===== src/rtl/tsc_pkg.sv =====
`timescale 1ns/1ps
package tsc_pkg;
    localparam int SRC_W   = 8;
    localparam int CLR_BIT = 8;
    localparam int CFG_W   = 9;

    typedef enum logic [2:0] {
        ST_RUN_NS  = 3'd0,
        ST_RUN_US  = 3'd1,
        ST_RUN_MS  = 3'd2,
        ST_STOPPED = 3'd3,
        ST_HELD    = 3'd4
    } tsc_state_e;

    // Map a configuration word onto the controller state it selects.
    function automatic tsc_state_e cfg_to_state(input logic [CFG_W-1:0] cfg);
        tsc_state_e st;
        if (cfg[CLR_BIT]) begin
            st = ST_HELD;
        end else begin
            case (cfg[SRC_W-1:0])
                8'd0:    st = ST_RUN_NS;
                8'd1:    st = ST_RUN_US;
                8'd2:    st = ST_RUN_MS;
                default: st = ST_STOPPED;
            endcase
        end
        return st;
    endfunction
endpackage


===== src/rtl/tsc_cfg_regs.sv =====
`timescale 1ns/1ps
module tsc_cfg_regs
    import tsc_pkg::*;
#(
    parameter int ADDR_W  = 12,
    parameter int CFG_OFS = 'h600
) (
    input  logic              clk,
    input  logic              rst_n,
    input  logic [ADDR_W-1:0] bus_addr,
    input  logic              bus_wr,
    input  logic [31:0]       bus_wdata,
    output logic [CFG_W-1:0]  cfg_q,
    output logic [CFG_W-1:0]  cfg_next,
    output logic              cfg_wr
);
    localparam logic [ADDR_W-1:0] CFG_A = ADDR_W'(CFG_OFS);

    logic unused_hi;
    assign unused_hi = ^bus_wdata[31:CFG_W];

    assign cfg_wr   = bus_wr && (bus_addr == CFG_A);
    assign cfg_next = cfg_wr ? bus_wdata[CFG_W-1:0] : cfg_q;

    always_ff @(posedge clk) begin
        if (!rst_n) cfg_q <= '0;
        else        cfg_q <= cfg_next;
    end


    cfg_store_chk: assert property (@(posedge clk) disable iff (!rst_n)
        (bus_wr && bus_addr == CFG_A) |=> cfg_q == $past(bus_wdata[CFG_W-1:0]));
endmodule


===== src/rtl/tsc_timebase.sv =====
`timescale 1ns/1ps
module tsc_timebase
    import tsc_pkg::*;
#(
    parameter longint CLK_HZ = 250_000_000
) (
    input  logic             clk,
    input  logic             rst_n,
    input  logic             cfg_wr,
    input  logic [CFG_W-1:0] cfg_next,
    output logic             tick,
    output logic             clr,
    output logic             step20
);
    localparam longint NS_DIV = CLK_HZ / 50_000_000;
    localparam longint US_DIV = CLK_HZ / 1_000_000;
    localparam longint MS_DIV = CLK_HZ / 1_000;
    localparam int     PRE_W  = $clog2(MS_DIV + 1);
    localparam logic [PRE_W-1:0] NS_LIM = PRE_W'(NS_DIV - 1);
    localparam logic [PRE_W-1:0] US_LIM = PRE_W'(US_DIV - 1);
    localparam logic [PRE_W-1:0] MS_LIM = PRE_W'(MS_DIV - 1);

    tsc_state_e       state_q, state_d;
    logic [PRE_W-1:0] pre_q;
    logic [PRE_W-1:0] lim;
    logic             running;

    // State register: moves only on a configuration write.
    assign state_d = cfg_wr ? cfg_to_state(cfg_next) : state_q;

    always_ff @(posedge clk) begin
        if (!rst_n) state_q <= ST_RUN_NS;
        else        state_q <= state_d;
    end

    // Outputs of the state machine.
    always_comb begin
        running = 1'b0;
        lim     = MS_LIM;
        step20  = 1'b0;
        unique case (state_q)
            ST_RUN_NS:  begin running = 1'b1; lim = NS_LIM; step20 = 1'b1; end
            ST_RUN_US:  begin running = 1'b1; lim = US_LIM; end
            ST_RUN_MS:  begin running = 1'b1; lim = MS_LIM; end
            ST_STOPPED: running = 1'b0;
            ST_HELD:    running = 1'b0;
            default:    running = 1'b0;
        endcase
    end

    assign tick = running && (pre_q == lim) && !cfg_wr;
    assign clr  = (state_d == ST_HELD);

    always_ff @(posedge clk) begin
        if (!rst_n)                   pre_q <= '0;
        else if (cfg_wr || !running)  pre_q <= '0;
        else if (pre_q == lim)        pre_q <= '0;
        else                          pre_q <= pre_q + 1'b1;
    end


    pre_restart_chk: assert property (@(posedge clk) disable iff (!rst_n)
        cfg_wr |=> pre_q == '0);

    pre_bound_chk: assert property (@(posedge clk) disable iff (!rst_n)
        pre_q <= MS_LIM);

    stopped_quiet_chk: assert property (@(posedge clk) disable iff (!rst_n)
        (state_q == ST_STOPPED && !cfg_wr) |=> pre_q == '0);
endmodule


===== src/rtl/tsc_counter.sv =====
`timescale 1ns/1ps
module tsc_counter #(
    parameter int COUNT_W = 32
) (
    input  logic               clk,
    input  logic               rst_n,
    input  logic               clr,
    input  logic               tick,
    input  logic               step20,
    output logic [COUNT_W-1:0] count_q
);
    logic [COUNT_W-1:0] step;
    assign step = step20 ? COUNT_W'(20) : COUNT_W'(1);

    always_ff @(posedge clk) begin
        if (!rst_n)     count_q <= '0;
        else if (clr)   count_q <= '0;
        else if (tick)  count_q <= count_q + step;
    end


    hold_zero_chk: assert property (@(posedge clk) disable iff (!rst_n)
        clr |=> count_q == '0);

    idle_stable_chk: assert property (@(posedge clk) disable iff (!rst_n)
        (!clr && !tick) |=> $stable(count_q));

    ns_step_chk: assert property (@(posedge clk) disable iff (!rst_n)
        (tick && !clr && step20) |=> count_q == $past(count_q) + COUNT_W'(20));
endmodule


===== src/rtl/tsc_timestamp.sv =====
`timescale 1ns/1ps
module tsc_timestamp
    import tsc_pkg::*;
#(
    parameter longint CLK_HZ  = 250_000_000,
    parameter int     COUNT_W = 32,
    parameter int     ADDR_W  = 12,
    parameter int     CFG_OFS = 'h600,
    parameter int     CNT_OFS = 'h602
) (
    input  logic              clk,
    input  logic              rst_n,
    input  logic [ADDR_W-1:0] bus_addr,
    input  logic              bus_wr,
    input  logic [31:0]       bus_wdata,
    output logic [31:0]       bus_rdata
);
    localparam logic [ADDR_W-1:0] CFG_A = ADDR_W'(CFG_OFS);
    localparam logic [ADDR_W-1:0] CNT_A = ADDR_W'(CNT_OFS);

    logic [CFG_W-1:0]   cfg_q, cfg_next;
    logic               cfg_wr, tick, clr, step20;
    logic [COUNT_W-1:0] count_q;

    tsc_cfg_regs #(.ADDR_W(ADDR_W), .CFG_OFS(CFG_OFS)) regs_i (
        .clk(clk), .rst_n(rst_n), .bus_addr(bus_addr), .bus_wr(bus_wr),
        .bus_wdata(bus_wdata), .cfg_q(cfg_q), .cfg_next(cfg_next), .cfg_wr(cfg_wr)
    );

    tsc_timebase #(.CLK_HZ(CLK_HZ)) tb_i (
        .clk(clk), .rst_n(rst_n), .cfg_wr(cfg_wr), .cfg_next(cfg_next),
        .tick(tick), .clr(clr), .step20(step20)
    );

    tsc_counter #(.COUNT_W(COUNT_W)) cnt_i (
        .clk(clk), .rst_n(rst_n), .clr(clr), .tick(tick), .step20(step20),
        .count_q(count_q)
    );

    always_comb begin
        bus_rdata = '0;
        if (bus_addr == CFG_A)      bus_rdata[CFG_W-1:0]   = cfg_q;
        else if (bus_addr == CNT_A) bus_rdata[COUNT_W-1:0] = count_q;
    end


    cnt_write_ignored_chk: assert property (@(posedge clk) disable iff (!rst_n)
        (bus_wr && bus_addr == CNT_A) |=> $stable(cfg_q));
endmodule


===== config.mk =====
export PLATFORM = sky130hd
export DESIGN_NAME = tsc_timestamp
export DESIGN_NICKNAME = d
export VERILOG_FILES = /design/src/rtl/tsc_pkg.sv /design/src/rtl/tsc_cfg_regs.sv /design/src/rtl/tsc_timebase.sv /design/src/rtl/tsc_counter.sv /design/src/rtl/tsc_timestamp.sv
export SDC_FILE = /design/constraint.sdc
export NUM_CORES = 1
export LEC_CHECK = 0
export CORE_MARGIN = 5
export CORE_UTILIZATION = 45
export DETAILED_ROUTE_END_ITERATION = 8
export DONT_BUFFER_PORTS = 1
export GPL_ROUTABILITY_DRIVEN = 0
export MAX_ROUTING_LAYER = met4
export SLEW_MARGIN = 20
export SYNTH_ARGS = -nofsm -noshare
export SYNTH_HDL_FRONTEND = slang
export SYNTH_SLANG_ARGS = --single-unit

===== constraint.sdc =====
create_clock -name clk -period 2.6 [get_ports clk]
set_input_delay 0.13 -clock clk [delete_from_list [all_inputs] [get_ports clk]]
set_output_delay 0.13 -clock clk [all_outputs]
set_load 0.03 [all_outputs]

# Yosys cells after proc, flatten, opt, wreduce, memory -nomap -nowiden
# Index checks and enable logic that the tools add are counted.
dict set report op_classes {
  addsub 2
  n_eq_ne 8
  n_mux 11
  n_bitwise 1
  reduce_logical 11
}
# operator count
set ops {}
lappend ops {{one-hot mux 18 bit (2 select lines)} 1}
lappend ops {{adder 32 bit} 1}
lappend ops {{2-to-1 mux 32 bit} 1}
lappend ops {{equality test 12 x 11 -> 1 bit (second input constant)} 2}
lappend ops {{2-to-1 mux 23 bit} 1}
lappend ops {{adder 18 x 1 -> 18 bit (second input constant)} 1}
lappend ops {{equality test 18 bit} 1}
lappend ops {{2-to-1 mux 9 bit} 2}
lappend ops {{equality test 8 x 1 -> 1 bit (second input constant)} 1}
lappend ops {{equality test 8 x 2 -> 1 bit (second input constant)} 1}
lappend ops {{logical NOT 8 bit} 1}
lappend ops {{2-to-1 mux 3 bit} 2}
lappend ops {{one-hot mux 2 bit (3 select lines)} 1}
lappend ops {{OR reduction 3 bit} 2}
lappend ops {{2-to-1 mux 5 bit} 1}
lappend ops {{equality test 3 x 1 -> 1 bit (second input constant)} 1}
lappend ops {{equality test 3 x 2 -> 1 bit (second input constant)} 1}
lappend ops {{equality test 3 bit (second input constant)} 1}
lappend ops {{logical AND 1 bit} 3}
lappend ops {{logical NOT 3 bit} 1}
lappend ops {{logical NOT 1 bit} 2}
lappend ops {{2-to-1 mux 1 bit} 2}
lappend ops {{OR reduction 2 bit} 1}
lappend ops {{logical OR 1 bit} 1}
lappend ops {{NOT 1 bit} 1}
dict set report totals {
  register_bits 62
  out_inout_bits 32
}

# Longest topological paths before layout
dict set report depth {
  ltp_word 9
  mapped_depth 11
  mapped_depth_nobuf 10
}

# Modules after synthesis
# From an unflattened synthesis, not the netlist that was laid out.
dict set report hier_totals {
  hier_cells 457
  hier_area_um2 4072.7
}
# module n_inst cells_each area_per_inst_um2
set by_module_without_submodules {}
lappend by_module_without_submodules {tsc_counter 1 198 1710.4}
lappend by_module_without_submodules {tsc_timebase 1 123 1101.1}
lappend by_module_without_submodules {tsc_timestamp 1 83 730.7}
lappend by_module_without_submodules {tsc_cfg_regs 1 53 530.5}

# Worst setup path before layout
# Ideal clock, no wire load.
dict set report synth_path {
  path_kind {reg2reg}
  startpoint {register tb_i.state_q[1]}
  endpoint {register cnt_i.count_q[16]}
  setup_time_ns 0.128
  t_arrival_ns 2.492
  setup_slack_ns -0.020
  path_stages_with_launch 12
  path_buffers 1
  period_less_slack_ns 2.620
  path_cell_list {dfxtp_1 > nor3_1 > inv_1 > ha_1 > ha_1 > a21o_1 > a31oi_1 > or4b_1 > buf_2 > nor3_1 > xnor2_1 > nor2_1}
}
dict set report synth_between {
  elab_chain_cells 5
  elab_cells_between_ends 15
  classes_between {1 x add/sub; 4 x eq/ne; 5 x mux; 5 x reduce/logical}
}
# element line_no
set synth_rtl {}
lappend synth_rtl {{from (decl)} tsc_timebase.sv:23} ;# tsc_state_e state_q, state_d;
lappend synth_rtl {{from (signal assigned)} tsc_timebase.sv:33} ;# else state_q <= state_d;
lappend synth_rtl {{branches (longest 5 deep; another with adder 32 bit)} n/a}
lappend synth_rtl {{to (signal assigned)} tsc_counter.sv:18} ;# else if (tick) count_q <= count_q + step;
lappend synth_rtl {{to (decl)} tsc_counter.sv:10} ;# output logic [COUNT_W-1:0] count_q
# Parallel ways; which one is timed is not known.
# A chain may end at the register's enable or synchronous reset.

# Final worst setup path
dict set report layout_path {
  startpoint {register tb_i.state_q[0]}
  endpoint {register cnt_i.count_q[24]}
}
# Same word-level chain as after synthesis.

==> flow_summary.yaml <==
grt:
  grt-ovfl-total: 0
  grt_pass1_wl_um: 12000
  groute.usage.overall_pct: 17.0
  grt_start_max_net_pins: 33
  antenna_found_initial: 0
  via_count_of_the_first_global_routing_pass: 2517
timing:
  hold_violations_final: 0
  clock-skew-final_ps: 9.57
  finalSetupTns_ps: 0
  rsz_0062_raised_after_global_routing: "true"
  worst_slew_pin_slew_ps: 763
  finalCriticalPeriod_ps: 2440
  timing.final.crit_share_pct: 93.8
  maxSlewHeadroom_pct: 48.7
  timing_max_transition_violations_final: 0
  finalHoldWorstSlack_ps: 16.8
  layout_setup_ws_ps: 161
  achievable-frequency_mhz: 410
  report.final.setup_viol: 0
worst_setup_path:
  worst_path_max_delay_cell: "sky130_fd_sc_hd__or4b_1"
  critical_path_peak_fanout: 8
  critPathTopFamily: "simple AND/OR/NAND/NOR gates"
  timing.critical_path.arrival_ps: 2660
  critPathMaxStageDelay_ps: 560
  cp_num_buf_inv: 3
  critical_path_class: "flop to flop"
  worst_ep_required_time_ps: 2820
  worstPathCellList: "nor3_2 > buf_4 > inv_1 > ha_1 > ha_2 > a21o_1 > a31oi_2 > or4b_1 > buf_6 > nor4_4 > xnor2_1 > nor2_1"
  critPathCaptureType: "flop"
  worst_setup_path_start_kind: "flop"
layout:
  diodes: 0
  final_layout_size_suffix_gt1_share_pct: 15.3
  fin_area_sq_um: 3920
  areaGrowthSynthToFinish_pct: 16.8
  register_area_sq_um: 1240
  layout.nets: 468
  nFillCells: 694
  multi_input_area_sq_um: 2070
  layout.core_utilization_pct: 54.1
place:
  pre_cts_slack_ps: 80.9
  dpl_cell_area_sq_um: 3610
  buffer_ports.inserted: 0
  dpl.hpwl_um: 4990
clock_network:
  post_cts.repair.setup_buffers: 0
  numCtsBuffers: 9
  clk_latency_ps: 340
  cts.clk_slew.worst_paths_ps: 60
  cts_root_buffer: "sky130_fd_sc_hd__clkbuf_8"
  ctsLongestPathBuffers: 2
  cts_tree: "yes"
  htree_levels: 3
  clock_sinks: 62
status:
  outcome: "complete, no violations"
synth:
  netlist_area_sq_um: 3360
  yosys_warnings: 0
  yosysMostFrequentCell: "sky130_fd_sc_hd__nor2_1"
  compound_gate_portion_of_the_synthesized_area_pct: 5.44
  synth_area_leader_cell: "sky130_fd_sc_hd__dfxtp_1"
  synth-xor-area-share_pct: 12.0
  postSynth.asyncResetShare_pct: 0
  synth.yosys.seq_area_share_pct: 37.0
  post_synth_fa_ha_maj_area_fraction_pct: 1.86
  synthDominantCellAreaShare_pct: 37.0
  synth_seq_cells: 62
  postSynth.topFlopCell: "sky130_fd_sc_hd__dfxtp_1"
  syn_nets: 445
  synth_area_leaders: "sky130_fd_sc_hd__dfxtp_1 37%, sky130_fd_sc_hd__xnor2_1 9.9%, sky130_fd_sc_hd__nor4_2 7.8%"
  post_synth_inst_count: 393
  post_synth_num_cell_types: 38
  ys_top_cells_by_count: "68 x sky130_fd_sc_hd__nor2_1, 62 x sky130_fd_sc_hd__dfxtp_1, 38 x sky130_fd_sc_hd__xnor2_1"
  number_of_enable_type_register_cells_in_the_synthesized_netlist: 0
  yosys.area_share.simple_pct: 36.7
  avgSynthCellArea_sq_um: 8.55
  share_of_synthesized_area_spent_on_multiplexers_pct: 3.58
  main_combinational_cell_family_by_area_after_synthesis: "simple AND/OR/NAND/NOR gates"
power:
  power.static_leakage_nw: 1.30
  power.ir.vdd_worst_mv: 0.401
  cellPowerDensity_nw_per_um2: 466
drt:
  first_pass_iters: 4
  vias_per_cell: 5.26
  wire_length_after_detailed_routing_um: 7100
  drt_iter0_markers: 88
  route.vias.total: 2724
  route.detailed.wl_per_inst_um: 13.7
  drt.antenna.violating_nets: 0
  detail_route.drc_violations: 0
floorplanning:
  top_level_ports: 79
  die_w_um: 96.4
  floorplan.initialDensity_pct: 46.3
  die_h_um: 96.4
  core_box_area_sq_um: 7250
  num_rows: 31
  fp.dieArea_sq_um: 9290
flow_run:
  cap_viol_max_count: 0
hold_path:
  worst_hold_path_type: "primary input to flop"
-- path summary, 6_finish.rpt --
path                                    from                        endpoint  slack (ps)  cells after the start
setup / recovery  tb_i.state_q[0]$_SDFF_PN0_  cnt_i.count_q[24]$_SDFFE_PP0P_         160                     12
hold / removal                  bus_wdata[8]      tb_i.state_q[0]$_SDFF_PN0_          20                      3
setup reg to reg  tb_i.state_q[0]$_SDFF_PN0_  cnt_i.count_q[24]$_SDFFE_PP0P_         160                     12
hold reg to reg   regs_i.cfg_q[7]$_SDFF_PN0_      regs_i.cfg_q[7]$_SDFF_PN0_         470                      2
-- worst reg2reg max path: cells and delay by family, from the launching register on --
family | cells | cell delay, ps
buffers and inverters | 3 | 370
AND/OR/NAND/NOR | 4 | 840
AO/OA/AOI/OAI | 2 | 250
adder cells (fa/ha/maj) | 2 | 350
XOR/XNOR | 1 | 170
flip-flops | 1 | 340
-- layout by cell type (no fill, tap or decap), types with 2 or more instances in the layout --
cell type / count
sky130_fd_sc_hd__a211oi_1: 4
sky130_fd_sc_hd__a21boi_0: 10
sky130_fd_sc_hd__a21oi_1: 4
sky130_fd_sc_hd__a31oi_2: 2
sky130_fd_sc_hd__and2_1: 23
sky130_fd_sc_hd__and3_1: 7
sky130_fd_sc_hd__and4_1: 3
sky130_fd_sc_hd__buf_4: 18
sky130_fd_sc_hd__clkbuf_8: 12
sky130_fd_sc_hd__dfxtp_1: 62
sky130_fd_sc_hd__dlygate4sd3_1: 10
sky130_fd_sc_hd__ha_1: 4
sky130_fd_sc_hd__inv_1: 11
sky130_fd_sc_hd__mux2i_1: 12
sky130_fd_sc_hd__nand2_1: 35
sky130_fd_sc_hd__nand3_1: 18
sky130_fd_sc_hd__nand4_1: 8
sky130_fd_sc_hd__nor2_1: 68
sky130_fd_sc_hd__nor2b_1: 4
sky130_fd_sc_hd__nor3_1: 10
sky130_fd_sc_hd__nor4_1: 3
sky130_fd_sc_hd__nor4_2: 18
sky130_fd_sc_hd__nor4_4: 3
sky130_fd_sc_hd__nor4b_2: 3
sky130_fd_sc_hd__or4_1: 2
sky130_fd_sc_hd__or4b_1: 3
sky130_fd_sc_hd__xnor2_1: 38
sky130_fd_sc_hd__xor2_1: 8
-- cell families (layout without fill, tap and decap cells) --
kind of cell,after synthesis,in the layout
multiplexers,12,12
AO/OA/AOI/OAI,25,25
flip-flops,62,62
buffers and inverters,29,55
adder cells (fa/ha/maj),5,5
AND/OR/NAND/NOR,214,214
XOR/XNOR,46,46
-- layer usage --
layer	GRT usage, %	wire length (um)
met1	20.9	3300
met2	26.4	3310
met3	5.27	376
met4	5.96	108
met5	-	0
-- cell type report --
| cell class | count | area share (%) |
|---|---|---|
| Clock buffer | 13 | 4.31 |
| Clock inverter | 1 | 0.128 |
| Inverter | 11 | 1.05 |
| Multi-Input combinational cell | 302 | 52.9 |
| Sequential cell | 62 | 31.7 |
| Tap cell | 99 | 3.16 |
| Timing Repair Buffer | 30 | 6.80 |
-- sequential cells by signal, summed over array words and instances (netlist names) --
signal         count
cnt_i.count_q     32
regs_i.cfg_q       9
tb_i.state_q       3
tb_i.pre_q        18
-- report_power, final --
part	leakage (nW)	internal, mW	switching (mW)
sequential	0.500	0.957	0.00907
clock	0.0914	0.412	0.348
combinational	0.713	0.0455	0.0551
-- timing repair --
action | 4_1_cts | 5_1_grt
gates resized for setup | 0 | 6
setup endpoints to repair | 0 | 16
endpoints found under the hold margin | 12 | 0
hold buffers | 10 | 0
-- per-stage QoR --
step | power (mW) | std cells
after floorplan | 1.05 | 393
after global placement | 1.07 | 494
after detailed placement | 1.07 | 494
after CTS | 1.86 | 518
after global routing | 1.91 | 518
final | 1.83 | 518
(Power assumes the default switching activity.)
